===== src/rtl/hold_arb_pkg.sv =====
package hold_arb_pkg;
  localparam int unsigned MIN_SYNC_STAGES = 2;

  typedef enum logic [1:0] {
    ARB_RUN   = 2'd0,
    ARB_WAIT  = 2'd1,
    ARB_GRANT = 2'd2
  } arb_state_e;
endpackage


===== src/rtl/hold_sync.sv =====
module hold_sync #(
  parameter int unsigned STAGES = 2
) (
  input  logic clk_i,
  input  logic rst_ni,
  input  logic d_i,
  output logic q_o
);
  localparam int unsigned LAST = STAGES - 1;

  logic [LAST:0] chain_q;

  generate
    for (genvar g = 0; g <= LAST; g++) begin : g_stage
      if (g == 0) begin : g_first
        always_ff @(posedge clk_i or negedge rst_ni) begin
          if (!rst_ni) chain_q[0] <= 1'b0;
          else         chain_q[0] <= d_i;
        end
      end else begin : g_next
        always_ff @(posedge clk_i or negedge rst_ni) begin
          if (!rst_ni) chain_q[g] <= 1'b0;
          else         chain_q[g] <= chain_q[g-1];
        end
      end
    end
  endgenerate

  assign q_o = chain_q[LAST];
endmodule


===== src/rtl/hold_grant_fsm.sv =====
module hold_grant_fsm
  import hold_arb_pkg::*;
(
  input  logic clk_i,
  input  logic rst_ni,
  input  logic hold_s_i,
  input  logic seq_idle_i,
  input  logic cyc_end_i,
  output logic grant_o
);
  arb_state_e state_q, state_d;
  logic       boundary;

  // grant point: end of current cycle or nothing running
  assign boundary = cyc_end_i | seq_idle_i;

  always_comb begin
    state_d = state_q;
    unique case (state_q)
      ARB_RUN, ARB_WAIT: begin
        if (!hold_s_i)     state_d = ARB_RUN;
        else if (boundary) state_d = ARB_GRANT;
        else               state_d = ARB_WAIT;
      end
      ARB_GRANT: begin
        if (!hold_s_i)     state_d = ARB_RUN;
      end
      default:             state_d = ARB_RUN;
    endcase
  end

  always_ff @(posedge clk_i or negedge rst_ni) begin
    if (!rst_ni) state_q <= ARB_RUN;
    else         state_q <= state_d;
  end

  assign grant_o = (state_q == ARB_GRANT);


  grant_at_boundary_chk: assert property (@(posedge clk_i) disable iff (!rst_ni)
    $rose(grant_o) |-> $past(cyc_end_i || seq_idle_i));


  hold_keeps_grant_chk: assert property (@(posedge clk_i) disable iff (!rst_ni)
    (grant_o && hold_s_i) |=> grant_o);


  drop_ends_grant_chk: assert property (@(posedge clk_i) disable iff (!rst_ni)
    (grant_o && !hold_s_i) |=> !grant_o);


  withdraw_no_grant_chk: assert property (@(posedge clk_i) disable iff (!rst_ni)
    (!grant_o && !hold_s_i) |=> !grant_o);
endmodule


===== src/rtl/hold_release_stretch.sv =====
module hold_release_stretch (
  input  logic clk_i,
  input  logic rst_ni,
  input  logic grant_i,
  output logic hlda_o
);
  logic tail_q;

  // falling-edge copy keeps the acknowledge up for the half cycle after release
  always_ff @(negedge clk_i or negedge rst_ni) begin
    if (!rst_ni) tail_q <= 1'b0;
    else         tail_q <= grant_i;
  end

  assign hlda_o = grant_i | tail_q;
endmodule


===== src/rtl/hold_arbiter.sv =====
module hold_arbiter
  import hold_arb_pkg::*;
#(
  parameter int unsigned SYNC_STAGES = 2
) (
  input  logic clk_i,
  input  logic rst_ni,
  input  logic hold_i,
  input  logic seq_idle_i,
  input  logic cyc_end_i,
  output logic hlda_o,
  output logic float_o,
  output logic suspend_o
);
  localparam int unsigned STAGES_USED =
    (SYNC_STAGES < MIN_SYNC_STAGES) ? MIN_SYNC_STAGES : SYNC_STAGES;

  logic hold_s;
  logic grant;
  logic ack;

  hold_sync #(.STAGES(STAGES_USED)) i_sync (
    .clk_i  (clk_i),
    .rst_ni (rst_ni),
    .d_i    (hold_i),
    .q_o    (hold_s)
  );

  hold_grant_fsm i_fsm (
    .clk_i      (clk_i),
    .rst_ni     (rst_ni),
    .hold_s_i   (hold_s),
    .seq_idle_i (seq_idle_i),
    .cyc_end_i  (cyc_end_i),
    .grant_o    (grant)
  );

  hold_release_stretch i_stretch (
    .clk_i   (clk_i),
    .rst_ni  (rst_ni),
    .grant_i (grant),
    .hlda_o  (ack)
  );

  assign hlda_o    = ack;
  assign float_o   = ack;
  assign suspend_o = ack | hold_s;


  idle_grant_chk: assert property (@(posedge clk_i) disable iff (!rst_ni)
    (hold_s && seq_idle_i) |=> hlda_o);
endmodule


===== config.mk =====
export PLATFORM = sky130hd
export DESIGN_NAME = hold_arbiter
export DESIGN_NICKNAME = d
export VERILOG_FILES = /design/src/rtl/hold_arb_pkg.sv /design/src/rtl/hold_sync.sv /design/src/rtl/hold_grant_fsm.sv /design/src/rtl/hold_release_stretch.sv /design/src/rtl/hold_arbiter.sv
export SDC_FILE = /design/constraint.sdc
export NUM_CORES = 1
export LEC_CHECK = 0
export ABC_CLOCK_PERIOD_IN_PS = 1200
export CORE_AREA = 5 5 42 44
export DETAILED_ROUTE_END_ITERATION = 6
export DIE_AREA = 0 0 47 49
export HOLD_SLACK_MARGIN = 0.12
export PLACE_DENSITY_LB_ADDON = 0.15
export SLEW_MARGIN = 25
export SYNTH_ARGS = -nofsm -noshare
export SYNTH_HDL_FRONTEND = slang
export SYNTH_SLANG_ARGS = --single-unit

===== constraint.sdc =====
create_clock -name clk_i -period 1.2 [get_ports clk_i]
set_clock_uncertainty 0.1 [all_clocks]
set_input_delay 0.24 -clock clk_i [delete_from_list [all_inputs] [get_ports clk_i]]
set_output_delay 0.24 -clock clk_i [all_outputs]
set_load 0.005 [all_outputs]

==> run_results.csv <==
group,metric,value,unit
outcome,outcome,"finished with violations",
outcome,violations,"setup timing",
route,drcViolationCount,0,
pwr,power_frac_comb,15.4,%
cells_and_area,final_cell_count_no_fill,42,
critical_path,reg2reg_from,"i_fsm.state_q[1]$_DFFE_PN0P_",
die,die_w,47,um
route,dr.first_iter.drc_count,0,
pwr,sequentialPowerShare,42.0,%
logic_synthesis,synth_nets,17,
critical_path,reg2reg_depth,2,
clock_tree,htree_levels,1,
route,wirelength,357,um
critical_path,worstSetupStartpointType,"flip-flop",
route,wl_per_cell,8.500,um
pwr,p_int,0.0003522,W
timing,setup_ws,-0.7352,ns
clock_tree,insertion_delay,0.24,ns
cells_and_area,final_area,321.6,sq um
clock_tree,tritoncts,"built",
route,vias_per_cell,3.262,
placement,placed_cell_area,297.8,sq um
pwr,powerDensity,1362,nW/um^2
critical_path,critPathMaxFanout,2,
die,die_area,2303,sq um
logic_synthesis,ys_warn_count,0,
cells_and_area,antenna_cells,0,
clock_tree,cts_root_buf,"clkbuf_4",
timing,rsz0062_at_grt,"yes",
cells_and_area,seq_area,125.1,sq um
logic_synthesis,netlist_area,182.7,sq um
global_routing,grt_overflow,0,
die,io_pins,8,
logic_synthesis,ys_seq_elements,5,
critical_path,critPathCaptureType,"output port",
clock_tree,cts_buffer_depth,2,
cells_and_area,drive_above_1_share,50.00,%
clock_tree,clock_sinks,5,
run,cap_violations,0,
placement,gp_congestion,0.5502,
placement,numPortBuffers,7,
route,first_pass_iters,1,
clock_tree,post_cts_buffers,0,
pwr,p_switching,0.00008581,W
cells_and_area,area_delta_synth_final,76.03,%
route,num_vias,137,
min_path,hp-class,"primary input to async pin",
timing,final-hold-violation-count,0,
pwr,pwr-share-clk,42.6,%
global_routing,antenna_found_initial,0,
pwr,irDropWorstVdd,0.3947,mV
cells_and_area,n_fill_cell,154,
clock_tree,clk_pin_slew,0.04,ns
cells_and_area,nets,32,
pwr,sw_frac_of_total,19.59,%
critical_path,r2r-end,"i_stretch.tail_q$_DFF_NN0_",
die,die_h,49,um
global_routing,grt_max_degree,5,
logic_synthesis,synth_cells,12,
placement,dp_cells,38,
die,rows,14,
die,fp.coreArea,1401,sq um
logic_synthesis,synth.distinct_cells,9,
clock_tree,cts_hold_buf,0,
die,start_util,13.04,%
logic_synthesis,syn_area_per_cell,15.22,sq um
cells_and_area,multi_input_area,52.55,sq um
clock_tree,cts_made_buffers,3,
pwr,power_leakage,0.1449,nW
critical_path,required,0.86,ns
logic_synthesis,synth-seq-area-share,68.49,%
global_routing,grtUsageTotal,4.597,%
timing,drv_slew,0,
global_routing,grt_pass1_vias,158,
timing,slew-limit-headroom,80.87,%
critical_path,critPathKind,"flip-flop to output port",
critical_path,r2r_slack,-0.25,ns
timing,setup_viol,4,
timing,tightest_slew,0.2830,ns
critical_path,critPathArrivalTime,1.60,ns
route,antenna_left,0,
global_routing,grt_pass1_wl,662,um
## per-layer routing
metal  track usage (%)  up-vias  part of all wire (%)  routed length, um
met3             2.214        0                   8.4                 30
met1             4.232       64                    30                106
li1                  -       69                     -                  -
met4             6.912        0                     0                  0
met2             5.656        4                    62                220
met5                 0        -                     0                  0
## cells by family after synthesis
logic type / count (synthesis) / synth area share (%)
buffers and inverters: 1 / 4.111
and+or+nand+nor: 5 / 21.23
DFF: 5 / 68.49
AOI/OAI and AO/OA: 1 / 6.164
## sequential cells by signal, summed over array words and instances, names as in the netlist
register,flops
i_fsm.state_q,2
i_stretch.tail_q,1
i_sync.chain_q,1
i_sync.q_o,1
## final cells by class
cell class              instances  area share (%)
repair buffers                 11           30.35
clock buffers                   4           8.171
flip-flops and latches          5           38.91
well taps                      16           6.226
multi-input cells               6           16.34
## cell usage in the layout, fill, tap and decap left out, types with 2 or more instances in the layout
cell type | Yosys | final
clkdlybuf4s50_1 | 0 | 4
clkbuf_4 | 0 | 3
buf_6 | 0 | 2
dfrtp_1 | 4 | 4
buf_4 | 1 | 4
## synthesized netlist by cell type
master   n  area (sq um)
dfrtp_1  4         100.1
buf_4    1         7.510
dfrtn_1  1         25.02
nand2_1  1         3.750
nor2b_4  1         13.76
nor4b_1  1         8.760
o311a_2  1         11.26
or2_2    1         6.260
or3_1    1         6.260
## metrics by stage
step | utilization (%) | setup TNS [ns] | worst slack (ns) | hold slack (ns) | power (W)
2_1_floorplan | - | -1.214 | -0.3975 | -0.1556 | 0.0002119
3_3_place_gp | 21.25 | -2.587 | -0.8077 | 0.2333 | 0.0002545
3_5_place_dp | 21.25 | -2.618 | -0.8099 | 0.2490 | 0.0002560
4_1_cts | 22.95 | -2.372 | -0.7499 | 0.2264 | 0.0004545
5_1_grt | 22.95 | -2.459 | -0.7881 | 0.2306 | 0.0004738
6_report | 22.95 | -2.317 | -0.7352 | 0.2220 | 0.0004380
## what timing repair did
item                                   in CTS  in global routing
endpoints found under the hold margin       0                  0
cloned                                      0                  0
setup endpoints to repair                   4                  4
gates resized for setup                    14                  0
## power by group through the flow
stage	Sequential (W)	Clock, W	Combinational (W)
6_report	0.000184	0.000187	0.0000673
2_1_floorplan	0.000187	0	0.0000253
3_5_place_dp	0.000187	0	0.0000694
3_3_place_gp	0.000186	0	0.0000683
5_1_grt	0.000184	0.000216	0.0000739
4_1_cts	0.000184	0.000201	0.0000695
## critical path, cell delays in order (launching register included)
cell,delay [ns]
dfrtn_1,0.33
or3_1,0.29
buf_2,0.13
## how the worst max path moves through the flow
| stage | from | endpoint | cells past startpoint |
|---|---|---|---|
| floorplan | i_stretch.tail_q$_DFF_NN0_ | hlda_o | 2 |
| global placement | i_stretch.tail_q$_DFF_NN0_ | suspend_o | 2 |
| detailed placement | i_stretch.tail_q$_DFF_NN0_ | suspend_o | 2 |
| CTS | i_stretch.tail_q$_DFF_NN0_ | suspend_o | 2 |
| global route | i_stretch.tail_q$_DFF_NN0_ | suspend_o | 2 |
| finish | i_stretch.tail_q$_DFF_NN0_ | suspend_o | 2 |
Note: power is estimated with default switching activity, not from simulation.
